--- config.mk ---
export PLATFORM = sky130hd
export DESIGN_NAME = subq_crc_reader
export DESIGN_NICKNAME = d
export VERILOG_FILES = /design/src/rtl/sqr_pkg.sv /design/src/rtl/sqr_crc_engine.sv /design/src/rtl/sqr_frame_sequencer.sv /design/src/rtl/sqr_block_checker.sv /design/src/rtl/sqr_host_port.sv /design/src/rtl/subq_crc_reader.sv
export SDC_FILE = /design/constraint.sdc
export NUM_CORES = 1
export LEC_CHECK = 0
export BUFFER_PORTS_ARGS = -buffer_cell sky130_fd_sc_hd__buf_2
export CORE_ASPECT_RATIO = 1.1
export CORE_MARGIN = 2
export CORE_UTILIZATION = 40
export DETAILED_ROUTE_END_ITERATION = 10
export GPL_ROUTABILITY_DRIVEN = 0
export RECOVER_POWER = 100
export REMOVE_ABC_BUFFERS = 1
export SLEW_MARGIN = 30
export SYNTH_ARGS = -nofsm -noshare
export SYNTH_HDL_FRONTEND = slang
export SYNTH_SLANG_ARGS = --single-unit
--- constraint.sdc ---
create_clock -name clk -period 3.6 [get_ports clk]
set_clock_uncertainty 0.1 [all_clocks]
set_input_delay 0.18 -clock clk [delete_from_list [all_inputs] [get_ports clk]]
set_output_delay 0.18 -clock clk [all_outputs]
set_load 0.02 [all_outputs]
--- src/rtl/sqr_pkg.sv ---
package sqr_pkg;
   localparam int unsigned SQR_DATA_BITS   = 80;
   localparam int unsigned SQR_CRC_BITS    = 16;
   localparam int unsigned SQR_SYNC_FRAMES = 2;
   localparam logic [15:0] SQR_POLY        = 16'h1021;

   typedef enum logic [1:0] {
      FK_IDLE  = 2'd0,
      FK_SYNC  = 2'd1,
      FK_DATA  = 2'd2,
      FK_CHECK = 2'd3
   } frame_kind_e;
endpackage

--- src/rtl/sqr_crc_engine.sv ---
module sqr_crc_engine #(
   parameter int unsigned W = 16,
   parameter logic [W-1:0] POLY = 16'h1021
) (
   input  logic         clk,
   input  logic         rst_n,
   input  logic         clr,
   input  logic         en,
   input  logic         din,
   output logic [W-1:0] crc
);
   logic         fb;
   logic [W-1:0] nxt;

   always_comb begin
      fb  = din ^ crc[W-1];
      nxt = {crc[W-2:0], 1'b0} ^ (fb ? POLY : '0);
   end

   always_ff @(posedge clk) begin
      if (!rst_n || clr) crc <= '0;
      else if (en)       crc <= nxt;
   end
endmodule

--- src/rtl/sqr_frame_sequencer.sv ---
module sqr_frame_sequencer
   import sqr_pkg::*;
#(
   parameter int unsigned DATA_BITS   = 80,
   parameter int unsigned CRC_BITS    = 16,
   parameter int unsigned SYNC_FRAMES = 2,
   localparam int unsigned BLOCK_FRAMES = SYNC_FRAMES + DATA_BITS + CRC_BITS,
   localparam int unsigned FW = $clog2(BLOCK_FRAMES + 1),
   localparam int unsigned IW = (DATA_BITS > 1) ? $clog2(DATA_BITS) : 1
) (
   input  logic          clk,
   input  logic          rst_n,
   input  logic          stb,
   input  logic          sync,
   output frame_kind_e   kind,
   output logic [IW-1:0] qidx,
   output logic          restart,
   output logic          last
);
   logic [FW-1:0] cnt;
   logic [FW-1:0] cur;

   always_comb begin
      if (sync)                          cur = '0;
      else if (cnt < FW'(BLOCK_FRAMES))  cur = cnt + 1'b1;
      else                               cur = FW'(BLOCK_FRAMES);
   end

   always_comb begin
      if (!stb)                                       kind = FK_IDLE;
      else if (cur < FW'(SYNC_FRAMES))                kind = FK_SYNC;
      else if (cur < FW'(SYNC_FRAMES + DATA_BITS))    kind = FK_DATA;
      else if (cur < FW'(BLOCK_FRAMES))               kind = FK_CHECK;
      else                                            kind = FK_IDLE;
   end

   assign qidx    = IW'(cur - FW'(SYNC_FRAMES));
   assign restart = stb && sync;
   assign last    = stb && (cur == FW'(BLOCK_FRAMES - 1));

   always_ff @(posedge clk) begin
      if (!rst_n)   cnt <= FW'(BLOCK_FRAMES);
      else if (stb) cnt <= cur;
   end

   p_cnt_bound_r4: assert property (@(posedge clk) disable iff (!rst_n)
      cnt <= FW'(BLOCK_FRAMES));
   p_sync_restart_r10: assert property (@(posedge clk) disable iff (!rst_n)
      (stb && sync) |=> (cnt == '0));
endmodule

--- src/rtl/sqr_block_checker.sv ---
module sqr_block_checker
   import sqr_pkg::*;
#(
   parameter int unsigned DATA_BITS = 80,
   parameter int unsigned CRC_BITS  = 16,
   parameter logic [CRC_BITS-1:0] POLY = 16'h1021,
   parameter bit INV_CHECK = 1'b1,
   localparam int unsigned IW = (DATA_BITS > 1) ? $clog2(DATA_BITS) : 1
) (
   input  logic                 clk,
   input  logic                 rst_n,
   input  frame_kind_e          kind,
   input  logic [IW-1:0]        qidx,
   input  logic                 restart,
   input  logic                 last,
   input  logic                 qbit,
   output logic [DATA_BITS-1:0] data,
   output logic                 done,
   output logic                 pass
);
   logic [CRC_BITS-1:0] rcv;
   logic [CRC_BITS-1:0] calc;
   logic [CRC_BITS-1:0] expect_crc;

   sqr_crc_engine #(.W(CRC_BITS), .POLY(POLY)) u_crc (
      .clk  (clk),
      .rst_n(rst_n),
      .clr  (restart),
      .en   (kind == FK_DATA),
      .din  (qbit),
      .crc  (calc)
   );

   always_ff @(posedge clk) begin
      if (!rst_n) begin
         data <= '0;
         rcv  <= '0;
         done <= 1'b0;
      end else begin
         done <= last;
         if (kind == FK_DATA)  data[qidx] <= qbit;
         if (kind == FK_CHECK) rcv <= {rcv[CRC_BITS-2:0], qbit};
      end
   end

   generate
      if (INV_CHECK) begin : g_inv
         assign expect_crc = ~rcv;
      end else begin : g_plain
         assign expect_crc = rcv;
      end
   endgenerate

   assign pass = done && (calc == expect_crc);

   p_done_single_r3: assert property (@(posedge clk) disable iff (!rst_n)
      done |=> !done);
endmodule

--- src/rtl/sqr_host_port.sv ---
module sqr_host_port #(
   parameter int unsigned DATA_BITS = 80,
   localparam int unsigned CW = $clog2(DATA_BITS + 1)
) (
   input  logic                 clk,
   input  logic                 rst_n,
   input  logic                 load,
   input  logic [DATA_BITS-1:0] din,
   input  logic                 host_clk,
   input  logic                 host_rd,
   output logic                 ready,
   output logic                 sout
);
   logic                 hclk_q;
   logic                 busy;
   logic [CW-1:0]        cnt;
   logic [DATA_BITS-1:0] shreg;
   logic                 rise;
   logic                 fall;

   assign rise = host_rd &&  host_clk && !hclk_q;
   assign fall = host_rd && !host_clk &&  hclk_q;
   assign sout = shreg[0];

   always_ff @(posedge clk) begin
      if (!rst_n) begin
         hclk_q <= 1'b0;
         busy   <= 1'b0;
         ready  <= 1'b0;
         cnt    <= '0;
         shreg  <= '0;
      end else begin
         hclk_q <= host_clk;
         if (busy) begin
            if (!host_rd) begin
               busy <= 1'b0;
            end else if (fall) begin
               shreg <= shreg >> 1;
               cnt   <= cnt + 1'b1;
               if (cnt == CW'(DATA_BITS - 1)) busy <= 1'b0;
            end
         end else if (rise && ready) begin
            busy  <= 1'b1;
            ready <= 1'b0;
            cnt   <= '0;
         end else if (load) begin
            shreg <= din;
            ready <= 1'b1;
         end
      end
   end

   p_ready_clear_r6: assert property (@(posedge clk) disable iff (!rst_n)
      (rise && ready && !busy) |=> !ready);
   p_excl_r8: assert property (@(posedge clk) disable iff (!rst_n)
      !(ready && busy));
   p_busy_hold_r8: assert property (@(posedge clk) disable iff (!rst_n)
      (busy && !fall) |=> $stable(shreg));
   p_cmd_hold_r7: assert property (@(posedge clk) disable iff (!rst_n)
      (!host_rd && !load) |=> ($stable(shreg) && $stable(ready)));
   p_shift_r5: assert property (@(posedge clk) disable iff (!rst_n)
      (busy && fall) |=> (sout == $past(shreg[1])));
endmodule

--- src/rtl/subq_crc_reader.sv ---
module subq_crc_reader
   import sqr_pkg::*;
#(
   parameter int unsigned DATA_BITS   = SQR_DATA_BITS,
   parameter int unsigned CRC_BITS    = SQR_CRC_BITS,
   parameter int unsigned SYNC_FRAMES = SQR_SYNC_FRAMES,
   parameter logic [CRC_BITS-1:0] POLY = SQR_POLY,
   parameter bit INV_CHECK = 1'b1
) (
   input  logic clk,
   input  logic rst_n,
   input  logic sub_stb,
   input  logic sub_sync,
   input  logic sub_q,
   input  logic host_clk,
   input  logic host_rd,
   output logic q_ready,
   output logic q_sout
);
   localparam int unsigned IW = (DATA_BITS > 1) ? $clog2(DATA_BITS) : 1;

   generate
      if (DATA_BITS < 2 || CRC_BITS < 2 || SYNC_FRAMES < 1) begin : g_bad_cfg
         $fatal(1, "subq_crc_reader: unsupported geometry");
      end
   endgenerate

   frame_kind_e          kind;
   logic [IW-1:0]        qidx;
   logic                 restart;
   logic                 last;
   logic [DATA_BITS-1:0] data;
   logic                 done;
   logic                 pass;

   sqr_frame_sequencer #(
      .DATA_BITS(DATA_BITS), .CRC_BITS(CRC_BITS), .SYNC_FRAMES(SYNC_FRAMES)
   ) u_seq (
      .clk(clk), .rst_n(rst_n), .stb(sub_stb), .sync(sub_sync),
      .kind(kind), .qidx(qidx), .restart(restart), .last(last)
   );

   sqr_block_checker #(
      .DATA_BITS(DATA_BITS), .CRC_BITS(CRC_BITS), .POLY(POLY), .INV_CHECK(INV_CHECK)
   ) u_chk (
      .clk(clk), .rst_n(rst_n), .kind(kind), .qidx(qidx), .restart(restart),
      .last(last), .qbit(sub_q), .data(data), .done(done), .pass(pass)
   );

   sqr_host_port #(.DATA_BITS(DATA_BITS)) u_host (
      .clk(clk), .rst_n(rst_n), .load(pass), .din(data),
      .host_clk(host_clk), .host_rd(host_rd), .ready(q_ready), .sout(q_sout)
   );

   p_load_needs_done_r3: assert property (@(posedge clk) disable iff (!rst_n)
      (!done && !q_ready) |=> !q_ready || $past(host_rd));
endmodule

==> results of run 1 <==
## logic make-up (layout without fill, tap and decap cells)
group                    count (synthesis)  after routing
AO/OA/AOI/OAI                          127            127
adder cells (fa/ha/maj)                  2              2
multiplexers                           199            199
buffers and inverters                  102             89
XOR/XNOR                                31             31
AND/OR/NAND/NOR                        382            382
flip-flops                             210            210
## stage by stage
| stage | instances | hold WS (ns) | util [%] | total power [mW] |
|---|---|---|---|---|
| 6_report | 1350 | 0.0985 | 45.5 | 5.22 |
| 2_1_floorplan | 958 | 0.152 | - | 2.53 |
| 3_5_place_dp | 1302 | 0.349 | 42.1 | 2.66 |
| 3_3_place_gp | 1302 | 0.344 | 42.1 | 2.66 |
| 4_1_cts | 1350 | 0.0510 | 45.8 | 5.28 |
| 5_1_grt | 1350 | 0.0995 | 45.5 | 5.39 |
## placed cells by master (no fill, tap or decap), types with 12 or more instances in the layout
cell type,count
nand3_1,150
xnor2_1,19
nand4_1,19
buf_4,16
nor2_1,16
xor2_1,12
mux2i_1,196
o21ai_0,14
dfxtp_1,209
clkbuf_16,25
nand2_1,136
o211a_1,83
## layer usage
metal	vias to the layer above	routed length, microns	GRT usage, %
li1	3733	-	-
met1	3704	11400	24.0
met2	103	11100	31.0
met3	38	778	2.53
met4	0	529	5.52
met5	-	0	0
## tightest hold or removal path, cell delays in order
cell,delay (ns)
buf_2,0.22
nor2_1,0.09
nand3_1,0.12
nor4_1,0.06
## synthesized netlist by cell type, types with 8 or more instances
library cell and number:
dfxtp_1 210, mux2i_1 197, nand3_1 150, nand2_1 137, o211a_1 83, clkbuf_1 62, buf_2 20, nand4_1 19
xnor2_1 19, nor2_1 16, o21ai_0 14, xor2_1 12, buf_1 11, and3_1 8, nor3_1 8
## power by group through the flow
stage	combinational, mW	clock [mW]	sequential (mW)
final	0.274	2.61	2.34
after global routing	0.298	2.76	2.34
after CTS	0.280	2.66	2.34
after detailed placement	0.277	0	2.39
after global placement	0.277	0	2.39
after floorplan	0.139	0	2.39
## timing repair
item / in CTS / in global routing
setup buffers: 0 / 0
endpoints found under the hold margin: 20 / 0
hold buffers: 4 / 0
## flip-flops by register name, indices dropped and copies added (netlist names)
register and count:
u_host.hclk_q 1, u_chk.data 80, u_chk.u_crc.crc 16, u_host.shreg 80
u_host.ready 1, u_seq.cnt 7, u_host.cnt 7, u_host.busy 1
u_chk.rcv 16, u_chk.done 1
## worst paths after layout
path | from | to | cells after the start
min | sub_sync | u_chk.done | 4
max reg2reg | u_seq.cnt[1] | u_chk.data[47] | 8
max | u_seq.cnt[1] | u_chk.data[47] | 8
min reg2reg | u_chk.data[64] | u_chk.data[64] | 2
## final cells by class
cell class | instances | share of cell area [%]
Timing Repair Buffer | 38 | 2.95
Tap cell | 310 | 3.49
Multi-Input combinational cell | 741 | 47.7
Inverter | 7 | 0.237
Sequential cell | 210 | 37.9
Clock inverter | 5 | 0.676
Clock buffer | 39 | 7.10
==> run_results.csv, run 1 <==
group,metric,value,unit
clock_tree,cts-resized-gates,0,
pwr,power_frac_comb,5.3,%
synthesis,synthAdderAreaFrac,0.252,%
setup_path,critPathBufInv,1,
global_routing,antenna_found_initial,0,
clock_tree,clk_path_buf_depth,3,
timing,rsz0062_at_grt,"false",
pwr,power.internal,4.04,mW
clock_tree,worstSkewPairLatency,0.52,ns
layout,final_area,0.0111,sq mm
setup_path,critPathMaxStageDelay,0.58,ns
setup_path,arrival,3.43,ns
clock_tree,clock-root-buffer,"clkbuf_16",
timing,fin_setup_tns,0,ns
synthesis,synth-main-ff-cell,"dfxtp_1",
setup_path,start_kind,"flop",
synthesis,synth_area_leaders,"dfxtp_1, mux2i_1, o211a_1, nand3_1, nand2_1",
synthesis,syn_area,0.00993,sq mm
synthesis,ys_seq_area_share,42.3,%
timing,fmax,318,MHz
worst_hold_path,hp-class,"in -> reg",
route,vias,7578,
run,maxCapViolations,0,
synthesis,synth_top_family_by_area,"multiplexers",
timing,period_share,87.2,%
synthesis,synth_edf_count,0,
route,routed_wirelength,23.8,mm
die,fp.dieH,169,microns
synthesis,synth.avg_cell_area,9.43,sq um
route,wl_per_cell,17.6,microns
die,initial_utilization,40.7,%
route,firstDrtPassIters,5,
global_routing,gr-total-overflow,0,
clock_tree,clkSlewWorstSetupHoldPaths,0.07,ns
pwr,power_density,470,mW/mm^2
synthesis,synth_cell_types,54,
placed_design,port_buffers,8,
pwr,max-vdd-ir-drop,298,uV
synthesis,synth-simple-area-share,19.0,%
timing,setup_slack,0.459,ns
layout,nets,1031,
pwr,switchingPower,1.18,mW
layout,fill_cells,2318,
die,coreArea,0.0244,sq mm
clock_tree,cts-htree-levels,1,
pwr,switching_share,22.7,%
clock_tree,cts.sinks,210,
pwr,p_seq_share,44.7,%
global_routing,grt_max_degree,138,
setup_path,timing.critical_path.slowest_stage_cell,"nor4_1",
layout,diodes,0,
synthesis,synthCells,1053,
timing,maxSlewViolCount,0,
route,via_per_inst,5.61,
setup_path,cp_cell_sequence,"ha_1, nand2_1, o31a_1, nor4_1, mux2i_2, buf_4, nand4_1, mux2i_1",
synthesis,synth_xor_area_share,2.73,%
layout,multi_input_area,0.00529,sq mm
pwr,leakagePower,5.18,nW
die,fp-row-count,60,
setup_path,crit_fanout,18,
placed_design,hpwl,13.2,mm
synthesis,synth_top_cell_area_share,42.3,%
synthesis,yosysTopAreaCell,"dfxtp_1",
setup_path,cp-end-kind,"flop",
layout,synthToLayoutAreaGrowth,11.8,%
outcome,status,"complete, no violations",
die,ios,9,
layout,drive_gt1_share,7.88,%
clock_tree,numCtsBuffers,24,
synthesis,synthArstFlopShare,0,%
route,drc,0,
die,die_area,0.0261,sq mm
placed_design,post_dp_cell_area,0.0103,sq mm
clock_tree,cts_tree,"yes",
synthesis,yosysWarnings,0,
timing,setup_viol,0,
synthesis,ys_ff_latch,210,
setup_path,path_delay_family,"simple AND/OR/NAND/NOR gates",
timing,hold_violations,0,
global_routing,first_global_vias,7492,
route,drt_iter0_drc,450,
route,ant_nets,0,
timing,min_period,3.14,ns
setup_path,r2r_slack,0.46,ns
timing,worst_slew_pin_slew,1.05,ns
global_routing,grt_usage,18.2,%
layout,regArea,0.00421,sq mm
placed_design,pre_cts_slack,0.538,ns
synthesis,muxShareOfSynthArea,20.1,%
setup_path,crit_required,3.89,ns
global_routing,grt_pass1_wl,39.3,mm
setup_path,crit_type,"reg -> reg",
timing,relSlewSlack,30.2,%
synthesis,synth_compound_area_share,11.3,%
pwr,p_clk_share,50.0,%
die,die_w,154,microns
Power figures use the tool's default switching activity.
==> inputs of run 2 (changes only) <==
Settings changed: CTS_BUF_LIST set to sky130_fd_sc_hd__clkbuf_4 sky130_fd_sc_hd__clkbuf_8, PLACE_DENSITY set to 0.52.
==> run_results.csv, run 2 (synthesis gave the netlist of run 1 again) <==
group,metric,value,unit
setup_path,cp-end-kind,"flop",
timing,maxSlewViolCount,0,
clock_tree,cts_tree,"yes",
clock_tree,cts-htree-levels,2,
clock_tree,clkSlewWorstSetupHoldPaths,0.06,ns
global_routing,grt_usage,19.3,%
layout,fin_util,45.4,%
pwr,switching_share,23.9,%
pwr,switchingPower,1.16,mW
setup_path,crit_type,"reg -> reg",
clock_tree,clk_path_buf_depth,3,
timing,relSlewSlack,31.1,%
timing,fmax,316,MHz
clock_tree,cts.sinks,210,
worst_hold_path,hold_depth,4,
outcome,status,"complete, no violations",
route,via_per_inst,5.60,
placed_design,port_buffers,8,
setup_path,crit_required,3.87,ns
run,maxCapViolations,0,
timing,rsz0062_at_grt,"false",
setup_path,r2r-start,"u_seq.cnt[3]",
die,initial_utilization,40.7,%
route,wl_per_cell,18.1,microns
placed_design,hpwl,14.1,mm
pwr,p_seq_share,48.0,%
layout,drive_gt1_share,9.93,%
setup_path,arrival,3.43,ns
timing,min_period,3.17,ns
timing,period_share,88.0,%
clock_tree,clock-root-buffer,"clkbuf_8",
timing,fin_hold_ws,0.0682,ns
layout,mostFrequentLayoutCells,"dfxtp_1, mux2i_1, nand3_1, nand2_1, o211a_1",
global_routing,gr-total-overflow,0,
global_routing,first_global_vias,7684,
pwr,max-vdd-ir-drop,254,uV
clock_tree,numCtsBuffers,38,
setup_path,rr_worst_depth,7,
route,ant_nets,0,
die,fp-row-count,60,
route,drc,0,
pwr,power_frac_comb,5.5,%
die,coreArea,0.0244,sq mm
timing,setup_viol,0,
layout,final_common_cell,"dfxtp_1",
global_routing,antenna_found_initial,0,
pwr,leakagePower,5.18,nW
placed_design,pre_cts_slack,0.579,ns
setup_path,rr_endpoint,"u_chk.data[74]",
clock_tree,cts-resized-gates,0,
route,routed_wirelength,24.9,mm
layout,top_regs,"u_chk.data (80), u_host.shreg (80)",
setup_path,start_kind,"flop",
die,die_area,0.0261,sq mm
clock_tree,worstSkewPairLatency,0.53,ns
route,drt_iter0_drc,490,
setup_path,crit_fanout,22,
route,firstDrtPassIters,5,
timing,hold_violations,0,
die,ios,9,
route,vias,7715,
pwr,p_clk_share,46.5,%
layout,synthToLayoutAreaGrowth,11.4,%
worst_hold_path,hp-start,"sub_sync",
setup_path,r2r_slack,0.43,ns
worst_hold_path,hp-class,"in -> reg",
timing,fin_setup_tns,0,ns
pwr,power.internal,3.71,mW
worst_hold_path,hold_end,"u_chk.done",
global_routing,grt_pass1_wl,41.1,mm
pwr,power_density,440,mW/mm^2
layout,diodes,0,
layout,nets,1054,
global_routing,grt_max_degree,143,
timing,setup_slack,0.431,ns
timing,worst_slew_pin_slew,1.03,ns
die,fp.dieH,169,microns
die,die_w,154,microns
run 2: cell count changes in the layout (fill, tap and decap cells not counted), moves of 2 or more:
cell,before,now
clkinv_2,3,1
clkbuf_1,8,5
clkinvlp_4,0,2
dlygate4sd3_1,4,8
clkbuf_2,1,4
clkbuf_16,25,0
clkbuf_4,1,14
buf_4,16,19
and2_0,0,2
clkbuf_8,11,43
run 2: per-layer routing:
metal  global-route usage (%)  wire, microns
met1                     25.7          12000
met2                     32.3          11600
met3                     3.19            860
met4                     5.56            458
met5                        0              0
run 2: through the flow:
step	power [mW]	cell area, sq um	std cells
floorplan	2.53	9530	958
global placement	2.66	10300	1307
detailed placement	2.66	10300	1307
CTS	4.96	11100	1377
global route	5.09	11100	1377
finish	4.87	11100	1377
run 2: final cells by class:
class / count / area (sq um)
Fill cell: 2348 / 13300
Multi-Input combinational cell: 741 / 5300
Sequential cell: 210 / 4210
Clock buffer: 57 / 697
Timing Repair Buffer: 47 / 389
Tap cell: 310 / 388
Clock inverter: 5 / 58.8
Inverter: 7 / 26.3
run 2: repair_timing:
item / 4_1_cts / 5_1_grt
endpoints found under the hold margin: 50 / 0
setup buffers: 0 / 0
hold buffers: 8 / 0
run 2: critical path: stages, from the launching register on:
cell and delay (ns):
dfxtp_1 0.52, or4_1 0.60, a31oi_1 0.19, clkbuf_1 0.37, and3_1 0.54, clkbuf_1 0.37, nand3_1 0.16, mux2i_1 0.15
run 2: worst max-delay path by stage:
stage | slack, ns | depth (start not counted) | startpoint | end
floorplan | -3.77 | 3 | u_host.busy | u_host.shreg[0]
global placement | 0.65 | 6 | u_seq.cnt[3] | u_chk.u_crc.crc[7]
detailed placement | 0.58 | 6 | u_seq.cnt[3] | u_chk.u_crc.crc[7]
CTS | 0.56 | 6 | u_seq.cnt[3] | u_chk.u_crc.crc[1]
global route | 0.29 | 6 | u_seq.cnt[3] | u_chk.u_crc.crc[10]
finish | 0.43 | 7 | u_seq.cnt[3] | u_chk.data[74]
run 2: power groups by stage:
stage,sequential [mW],combinational (mW),clock (mW)
after floorplan,2.39,0.139,0
after global placement,2.39,0.269,0
after detailed placement,2.39,0.269,0
after CTS,2.34,0.275,2.35
after global routing,2.34,0.290,2.46
final,2.34,0.266,2.26
==> inputs of run 3 (changes only) <==
Settings changed: REMOVE_ABC_BUFFERS 1 to unset.
Clock period 3.6 ns to 3.2 ns, I/O delays scaled along.
==> run_results.csv, run 3 (synthesis gave the netlist of run 1 again) <==
group,metric,value,unit
outcome,status,"finished with violations",
outcome,violations,"max-capacitance violations, max-slew violations",
pwr,finalPower,5.37,mW
timing,rsz0062_at_grt,"false",
timing,period_share,91.0,%
run,maxCapViolations,1,
route,vias,7679,
global_routing,grt_usage,19.2,%
die,ios,9,
die,fp-row-count,60,
global_routing,antenna_found_initial,0,
setup_path,cp_cell_sequence,"or4_1, and3_4, nor4_2, clkbuf_1, nand2_1, a32o_1, mux2i_1",
route,wl_per_cell,18.2,microns
clock_tree,clock-root-buffer,"clkbuf_8",
placed_design,post_dp_cell_area,0.0104,sq mm
global_routing,first_global_vias,7753,
route,routed_wirelength,25.0,mm
global_routing,grt_max_degree,112,
setup_path,timing.critical_path.slowest_stage_cell,"a32o_1",
die,die_area,0.0261,sq mm
setup_path,cp-end-kind,"flop",
layout,final_area,0.0111,sq mm
clock_tree,worstSkewPairLatency,0.54,ns
placed_design,hpwl,13.6,mm
route,firstDrtPassIters,5,
clock_tree,cts_tree,"yes",
global_routing,grt_pass1_wl,41.0,mm
pwr,max-vdd-ir-drop,295,uV
layout,mostFrequentLayoutCells,"dfxtp_1, mux2i_1, nand3_1, nand2_1, o211a_1",
layout,final_common_cell,"dfxtp_1",
layout,diodes,0,
setup_path,start_kind,"flop",
timing,fin_hold_ws,0.0921,ns
timing,fmax,343,MHz
die,coreArea,0.0244,sq mm
clock_tree,post_cts_buffers,0,
worst_hold_path,hp-class,"in -> reg",
layout,regArea,0.00420,sq mm
setup_path,arrival,3.19,ns
setup_path,critPathMaxStageDelay,0.53,ns
clock_tree,numCtsBuffers,39,
route,ant_nets,0,
route,drt_iter0_drc,593,
layout,multi_input_area,0.00532,sq mm
setup_path,crit_type,"reg -> reg",
layout,nets,1057,
die,initial_utilization,40.7,%
layout,synthToLayoutAreaGrowth,11.3,%
synthesis,syn_nets,1062,
setup_path,crit_required,3.47,ns
global_routing,gr-total-overflow,0,
timing,relSlewSlack,-10.5,%
timing,setup_viol,0,
setup_path,crit_fanout,16,
die,fp.dieH,169,microns
timing,fin_setup_tns,0,ns
placed_design,port_buffers,8,
die,die_w,154,microns
timing,worst_slew_pin_slew,1.66,ns
timing,hold_violations,0,
clock_tree,cts-htree-levels,2,
clock_tree,cts.sinks,210,
layout,top_regs,"u_chk.data (80), u_host.shreg (80)",
clock_tree,clk_path_buf_depth,3,
pwr,power_density,486,mW/mm^2
route,drc,0,
layout,fill_cells,2407,
timing,min_period,2.91,ns
timing,maxSlewViolCount,82,
route,via_per_inst,5.58,
pwr,leakagePower,5.17,nW
layout,drive_gt1_share,10.3,%
clock_tree,clkSlewWorstSetupHoldPaths,0.06,ns
[run 3: cell count changes in the layout (fill, tap and decap cells not counted), sizes merged]
cell	change
buf	+4
bufinv	-1
clkbuf	+1
clkinv	-1
clkinvlp	+1
dlygate4sd3	-3
inv	-1
[run 3: per-stage QoR]
stage               cells  setup WS (ns)  util (%)
floorplan            1053          0.621         -
global placement     1312          0.307      42.5
detailed placement   1312          0.451      42.5
CTS                  1377          0.406      45.6
global route         1377         0.0990      45.3
finish               1377          0.286      45.3
[run 3: repair_timing]
item / CTS / global route
resized for setup: 0 / 0
endpoints found under the hold margin: 10 / 0
setup endpoints to repair: 0 / 0
hold buffers: 5 / 0
[run 3: area by class of cell]
class                           count  share of cell area [%]
Timing Repair Buffer               49                    3.65
Clock inverter                      3                   0.204
Multi-Input combinational cell    741                    48.2
Inverter                            7                   0.238
Clock buffer                       57                    6.19
Tap cell                          310                    3.51
Sequential cell                   210                    38.0
[run 3: report_power, final]
part	internal, mW	switching [mW]
Sequential	2.62	0.00904
Clock	1.35	1.08
Combinational	0.0905	0.219
[run 3: final timing paths]
| kind | startpoint | to | slack [ns] | depth (start not counted) |
|---|---|---|---|---|
| setup reg to reg | u_seq.cnt[4] | u_chk.u_crc.crc[12] | 0.29 | 7 |
| setup / recovery | u_seq.cnt[4] | u_chk.u_crc.crc[12] | 0.29 | 7 |
| hold reg to reg | u_chk.data[12] | u_chk.data[12] | 0.36 | 2 |
| hold / removal | sub_sync | u_seq.cnt[5] | 0.09 | 3 |
[run 3: layer usage]
metal | GRT usage (%) | vias to the layer above | share of wire [%]
met2 | 31.7 | 106 | 46
met3 | 3.14 | 42 | 3.0
met1 | 25.9 | 3733 | 48
met4 | 6.28 | 0 | 2.3
li1 | - | 3798 | -
met5 | 0 | - | 0
[run 3: critical path, delay by kind of cell, from the launching register on]
kind | cells | cell delay [ns]
buf+inv | 1 | 0.19
mux | 1 | 0.22
simple gates | 4 | 1.23
compound gates | 1 | 0.53
flops | 1 | 0.46
